$ cat config.mk
export PLATFORM = sky130hd
export DESIGN_NAME = hs_window_monitor
export DESIGN_NICKNAME = d
export VERILOG_FILES = /design/src/rtl/hswm_pkg.sv /design/src/rtl/hswm_rst_sync.sv /design/src/rtl/hswm_edge_detect.sv /design/src/rtl/hswm_window.sv /design/src/rtl/hswm_sat_counter.sv /design/src/rtl/hs_window_monitor.sv
export SDC_FILE = /design/constraint.sdc
export NUM_CORES = 1
export LEC_CHECK = 0
export CAP_MARGIN = 20
export CORE_ASPECT_RATIO = 0.75
export CORE_UTILIZATION = 25
export CTS_BUF_LIST = sky130_fd_sc_hd__clkbuf_8
export DETAILED_ROUTE_END_ITERATION = 16
export PLACE_DENSITY = 0.44
export SETUP_SLACK_MARGIN = 0.5
export SKIP_CTS_REPAIR_TIMING = 1
export SLEW_MARGIN = 20
export SYNTH_ARGS = -nofsm -noshare
export SYNTH_HDL_FRONTEND = slang
export SYNTH_HIERARCHICAL = 1
export SYNTH_SLANG_ARGS = --single-unit
$ cat constraint.sdc
create_clock -name clk -period 1.4 [get_ports clk]
set_input_delay 0.21 -clock clk [delete_from_list [all_inputs] [get_ports clk]]
set_output_delay 0.21 -clock clk [all_outputs]
set_load 0.005 [all_outputs]
$ cat src/rtl/hswm_pkg.sv
package hswm_pkg;

  typedef enum logic [0:0] {
    EDGE_RISE = 1'b0,
    EDGE_BOTH = 1'b1
  } edge_mode_e;

  typedef struct packed {
    logic pass;
    logic fail;
    logic conflict;
    logic unexp_ack;
    logic overlap;
  } hswm_flags_t;

endpackage

$ cat src/rtl/hswm_rst_sync.sv
module hswm_rst_sync (
  input  logic clk,
  input  logic rst_n,
  output logic rst_n_sync
);

  logic stage1_q;
  logic stage2_q;

  always_ff @(posedge clk or negedge rst_n) begin
    if (!rst_n) begin
      stage1_q <= 1'b0;
      stage2_q <= 1'b0;
    end else begin
      stage1_q <= 1'b1;
      stage2_q <= stage1_q;
    end
  end

  assign rst_n_sync = stage2_q;

endmodule

$ cat src/rtl/hswm_edge_detect.sv
module hswm_edge_detect
  import hswm_pkg::*;
#(
  parameter edge_mode_e MODE = EDGE_RISE
) (
  input  logic clk,
  input  logic rst_n,
  input  logic req,
  input  logic vld,
  input  logic ack,
  output logic req_rise,
  output logic ack_rise,
  output logic vld_evt
);

  logic req_q;
  logic vld_q;
  logic ack_q;
  logic armed_q;
  logic vld_change;

  // History registers: cleared in reset, armed one cycle after release.
  always_ff @(posedge clk or negedge rst_n) begin
    if (!rst_n) begin
      req_q   <= 1'b0;
      vld_q   <= 1'b0;
      ack_q   <= 1'b0;
      armed_q <= 1'b0;
    end else begin
      req_q   <= req;
      vld_q   <= vld;
      ack_q   <= ack;
      armed_q <= 1'b1;
    end
  end

  generate
    if (MODE == EDGE_BOTH) begin : g_both
      assign vld_change = vld ^ vld_q;
    end else begin : g_rise
      assign vld_change = vld & ~vld_q;
    end
  endgenerate

  assign req_rise = armed_q & req & ~req_q;
  assign ack_rise = armed_q & ack & ~ack_q;
  assign vld_evt  = armed_q & vld_change;

  AST_ACK_RISE_SPACED: assert property (@(posedge clk) disable iff (!rst_n)
    ack_rise |=> !ack_rise);

endmodule

$ cat src/rtl/hswm_window.sv
module hswm_window
  import hswm_pkg::*;
#(
  parameter int MIN_EVENTS = 2
) (
  input  logic        clk,
  input  logic        rst_n,
  input  logic        req_rise,
  input  logic        ack_rise,
  input  logic        vld_evt,
  input  logic        vld,
  output hswm_flags_t flags
);

  localparam int CNT_W = $clog2(MIN_EVENTS + 1);
  localparam logic [CNT_W-1:0] CNT_MAX = CNT_W'(MIN_EVENTS);

  logic             open_q,  open_nxt;
  logic [CNT_W-1:0] cnt_q,   cnt_nxt;
  logic             cnt_en;
  hswm_flags_t      flags_q, flags_nxt;

  always_comb begin
    open_nxt  = open_q;
    cnt_nxt   = cnt_q;
    flags_nxt = '0;

    if (open_q && ack_rise) begin
      open_nxt       = 1'b0;
      flags_nxt.pass = (cnt_q >= CNT_MAX);
      flags_nxt.fail = (cnt_q <  CNT_MAX);
    end else if (!open_q && ack_rise) begin
      flags_nxt.unexp_ack = 1'b1;
    end

    if (open_q && !ack_rise && vld_evt && (cnt_q != CNT_MAX)) begin
      cnt_nxt = cnt_q + 1'b1;
    end

    if (req_rise) begin
      open_nxt          = 1'b1;
      cnt_nxt           = '0;
      flags_nxt.overlap = open_q && !ack_rise;
    end

    flags_nxt.conflict = ack_rise && vld;
  end

  assign cnt_en = (cnt_nxt != cnt_q);

  always_ff @(posedge clk or negedge rst_n) begin
    if (!rst_n) begin
      open_q  <= 1'b0;
      flags_q <= '0;
    end else begin
      open_q  <= open_nxt;
      flags_q <= flags_nxt;
    end
  end

  always_ff @(posedge clk or negedge rst_n) begin
    if (!rst_n) begin
      cnt_q <= '0;
    end else if (cnt_en) begin
      cnt_q <= cnt_nxt;
    end
  end

  assign flags = flags_q;

  AST_VERDICT_EXCLUSIVE: assert property (@(posedge clk) disable iff (!rst_n)
    !(flags_q.pass && flags_q.fail));
  AST_VERDICT_AFTER_ACK: assert property (@(posedge clk) disable iff (!rst_n)
    (flags_q.pass || flags_q.fail) |-> $past(ack_rise));
  AST_UNEXP_NO_VERDICT: assert property (@(posedge clk) disable iff (!rst_n)
    flags_q.unexp_ack |-> !(flags_q.pass || flags_q.fail));
  AST_OVERLAP_RESTART: assert property (@(posedge clk) disable iff (!rst_n)
    flags_q.overlap |-> (open_q && cnt_q == '0));
  AST_CNT_BOUNDED: assert property (@(posedge clk) disable iff (!rst_n)
    cnt_q <= CNT_MAX);

endmodule

$ cat src/rtl/hswm_sat_counter.sv
module hswm_sat_counter #(
  parameter int WIDTH = 16
) (
  input  logic             clk,
  input  logic             rst_n,
  input  logic             inc,
  output logic [WIDTH-1:0] value
);

  localparam logic [WIDTH-1:0] TOP = '1;

  logic [WIDTH-1:0] value_q, value_nxt;
  logic             value_en;

  assign value_en  = inc && (value_q != TOP);
  assign value_nxt = value_q + 1'b1;

  always_ff @(posedge clk or negedge rst_n) begin
    if (!rst_n) begin
      value_q <= '0;
    end else if (value_en) begin
      value_q <= value_nxt;
    end
  end

  assign value = value_q;

  AST_NO_WRAP: assert property (@(posedge clk) disable iff (!rst_n)
    (value_q == TOP) |=> (value_q == TOP));
  AST_STEP_ONE: assert property (@(posedge clk) disable iff (!rst_n)
    (value_q != $past(value_q)) |-> (value_q == $past(value_q) + 1'b1));

endmodule

$ cat src/rtl/hs_window_monitor.sv
module hs_window_monitor
  import hswm_pkg::*;
#(
  parameter int         MIN_EVENTS = 2,
  parameter edge_mode_e MODE       = EDGE_RISE,
  parameter int         STAT_W     = 16
) (
  input  logic              clk,
  input  logic              rst_n,
  input  logic              req,
  input  logic              vld,
  input  logic              ack,
  output logic              pass_o,
  output logic              fail_o,
  output logic              conflict_o,
  output logic              unexp_ack_o,
  output logic              overlap_o,
  output logic [STAT_W-1:0] pass_cnt_o,
  output logic [STAT_W-1:0] fail_cnt_o
);

  logic        rst_n_int;
  logic        req_rise;
  logic        ack_rise;
  logic        vld_evt;
  hswm_flags_t flags;

  hswm_rst_sync u_rst_sync (
    .clk        (clk),
    .rst_n      (rst_n),
    .rst_n_sync (rst_n_int)
  );

  hswm_edge_detect #(.MODE(MODE)) u_edge (
    .clk      (clk),
    .rst_n    (rst_n_int),
    .req      (req),
    .vld      (vld),
    .ack      (ack),
    .req_rise (req_rise),
    .ack_rise (ack_rise),
    .vld_evt  (vld_evt)
  );

  hswm_window #(.MIN_EVENTS(MIN_EVENTS)) u_window (
    .clk      (clk),
    .rst_n    (rst_n_int),
    .req_rise (req_rise),
    .ack_rise (ack_rise),
    .vld_evt  (vld_evt),
    .vld      (vld),
    .flags    (flags)
  );

  hswm_sat_counter #(.WIDTH(STAT_W)) u_pass_cnt (
    .clk   (clk),
    .rst_n (rst_n_int),
    .inc   (flags.pass),
    .value (pass_cnt_o)
  );

  hswm_sat_counter #(.WIDTH(STAT_W)) u_fail_cnt (
    .clk   (clk),
    .rst_n (rst_n_int),
    .inc   (flags.fail),
    .value (fail_cnt_o)
  );

  assign pass_o      = flags.pass;
  assign fail_o      = flags.fail;
  assign conflict_o  = flags.conflict;
  assign unexp_ack_o = flags.unexp_ack;
  assign overlap_o   = flags.overlap;

  AST_PASS_ONE_CYCLE: assert property (@(posedge clk) disable iff (!rst_n_int)
    pass_o |=> !pass_o);
  AST_CONFLICT_NEEDS_VLD: assert property (@(posedge clk) disable iff (!rst_n_int)
    conflict_o |-> $past(vld));

endmodule

==> impl_metrics.tcl <==
set metrics [dict create \
    num_antenna_cells 0 \
    hold_violations 0 \
    vdd_ir_drop_max_mv 0.4273 \
    utilization_pct 48.48 \
    syn_inst 186 \
    crit_start "u_pass_cnt/value[8]$_DFFE_PN0P_" \
    nets 346 \
    path_depth 5 \
    critPathKind "flop to flop" \
    place_hpwl_um 4370 \
    fin_skew_ns 0.008762 \
    synth_top_area_share_pct 51.31 \
    p_per_area_mw_per_mm2 821.5 \
    grt_max_degree 37 \
    power_frac_comb_pct 24.9 \
    crit_family "flip-flops" \
    clock_power_share_pct 29.5 \
    avgSynthCellArea_um2 12.06 \
    gr-total-overflow 0 \
    p_total_mw 3.410 \
    ys_types 42 \
    cp.arrival_ns 1.68 \
    synth_area_leaders "dfrtp_1 51%, nand4_1 4.7%, xnor2_1 3.9%" \
    viasPerCell 4.624 \
    grt_pass1_wl_um 9528 \
    die_x_um 111.4 \
    io_buffers 41 \
    finalCritPeriodShare_pct 105.8 \
    cts_root_buf "clkbuf_8" \
    syn_nets 194 \
    clockBufferDepth 2 \
    drtPass1Iterations 4 \
    yosys_warnings 6 \
    layout-drive-gt1-share_pct 65.19 \
    status "finished with violations" \
    wl_per_cell_um 14.24 \
    placed_area_mm2 0.003347 \
    slew_violations 0 \
    fin_ws_ns -0.08061 \
    ant_nets 0 \
    cp.required_ns 1.60 \
    failed_checks "setup timing" \
    ff2ff_setup_slack_ns -0.08 \
    r2r_end "u_pass_cnt/value[1]$_DFFE_PN0P_" \
    track_usage_pct 13.03 \
    p_sw_share_pct 26.74 \
    async_reset_ff_share_pct 100.0 \
    critPathMaxFanout 3 \
    final_area_mm2 0.004151 \
    synth_largest_area_cell "dfrtp_1" \
    synth.most_common_cell "dfrtp_1" \
    p_seq_share_pct 45.6 \
    first_global_vias 1888 \
    totalWireLength_um 6365 \
    hold_slack_ns 0.05257 \
    r2r_start "u_pass_cnt/value[8]$_DFFE_PN0P_" \
    drv_cap 0 \
    path_buf_inv 1 \
    hold_path.class "primary input to async pin" \
    p_int_mw 2.499 \
    grt_antenna_before_repair 0 \
    htree_levels 2 \
    start_kind "flop" \
    clock_sinks 46 \
    syn_to_final_growth_pct 85.05 \
    cts_tree "yes" \
    leakagePower_nw 2.063 \
    io_pins 42 \
    drc 0 \
    vias 2067 \
    finalSetupViolCount 11 \
    die_y_um 84.04 \
    die_area_mm2 0.009360 \
    r2r_cells 5 \
    cts.clk_slew.worst_paths_ns 0.09 \
    rows 29 \
    syn_area_mm2 0.002243 \
    cp-end-kind "flop" \
    synth_edf_count 0 \
    dr.first_iter.drc_count 67 \
    rsz0062_at_grt "yes" \
    power_switching_uw 911.9 \
    fill_cells 779 \
    clock_latency_ns 0.30 \
    crit_path_top_delay_cell "dfrtp_2" \
    cts_made_buffers 5 \
    clock.fmax_mhz 675.4 \
    seq_area_frac_synth_pct 51.31 \
    period_needed_ns 1.481 \
    crit_end "u_pass_cnt/value[1]$_DFFE_PN0P_" \
    ys.flop_type "dfrtp_1" \
    synth_commonest_cells "46 x dfrtp_1, 17 x nand4_1, 14 x nor2_1" \
    cp_cell_sequence "buf_12 -> and4_4 -> nand3_4 -> o31ai_4 -> mux2_4" \
    cpPeakStageDelay_ns 0.39 \
    place_congestion 0.7423 \
    ys_ff_latch 46 \
    finalSetupTns_ns -0.4323 \
    core_mm2 0.008563 \
    start_util_pct 26.20 \
]
## sequential cells by signal, summed over array words and instances (netlist names), 2 cells and up
register and cells:
u_fail_cnt/value 16, u_pass_cnt/value 16, u_window/cnt_q 2, u_window/flags 5
## cell usage in the layout (no fill, tap or decap), drive strengths merged, types with 4 or more instances in the layout
master         instances
and3                   6
xnor2                 10
nor2                  15
dfrtp                 46
clkbuf                11
clkdlybuf4s50          4
buf                  131
dlymetal6s2s           5
mux2                   5
and4                   5
nand4                 20
nand2                  8
a31oi                  5
nor4                   4
xor2                   4
o21a                   8
nand3                 15
a21oi                  6
## worst min path at each step
stage                     slack, ns                         endpoint  depth (start not counted)                            start
after floorplan               -0.09  u_rst_sync/rst_n_sync$_DFF_PN0_                          0                            rst_n
after global placement         0.13      u_window/open_q$_DFFE_PN0P_                          0  u_rst_sync/rst_n_sync$_DFF_PN0_
after detailed placement       0.12      u_window/open_q$_DFFE_PN0P_                          0  u_rst_sync/rst_n_sync$_DFF_PN0_
after CTS                      0.05    u_rst_sync/stage1_q$_DFF_PN0_                          1                            rst_n
after global routing           0.04    u_rst_sync/stage1_q$_DFF_PN0_                          1                            rst_n
final                          0.05    u_rst_sync/stage1_q$_DFF_PN0_                          1                            rst_n
## layout make-up
class	instances	area, um^2	share of cell area [%]
Sequential cell	46	1171	28.21
Tap cell	108	135.1	3.255
Clock buffer	5	68.82	1.658
Timing Repair Buffer	146	1394	33.57
Inverter	2	10.01	0.2411
Multi-Input combinational cell	137	1331	32.07
Clock inverter	3	41.29	0.9946
## per-stage QoR
stage                     worst slack (ns)  instances
after floorplan                   -0.04391        186
after global placement             -0.1391        391
after detailed placement           -0.1731        391
after CTS                          -0.2261        399
after global routing               -0.1419        447
final                             -0.08061        447
## kinds of logic (layout without fill, tap and decap cells)
family	Yosys count	after routing	synth area share, %
multiplexers	5	5	2.844
AND/OR/NAND/NOR	84	84	27.89
adder cells (fa/ha/maj)	3	3	1.673
flip-flops	46	46	51.31
buffers and inverters	3	156	0.5019
other	2	2	0.3348
AO/OA/AOI/OAI	29	29	9.984
XOR/XNOR	14	14	5.465
## power groups by stage
stage	clock network (mW)	logic (mW)	registers, mW
after floorplan	0	0.205	1.61
after global placement	0	0.580	1.58
after detailed placement	0	0.591	1.58
after CTS	1.05	0.592	1.55
after global routing	1.11	0.910	1.57
final	1.01	0.848	1.56
## metal layers
| layer | wire (um) | vias up | track usage, % |
|---|---|---|---|
| met5 | 0 | - | 0 |
| met4 | 69 | 0 | 4.054 |
| met3 | 215 | 9 | 2.687 |
| met2 | 2922 | 32 | 18.81 |
| met1 | 3157 | 1015 | 19.27 |
| li1 | - | 1011 | - |
Power figures use the tool's default switching activity.
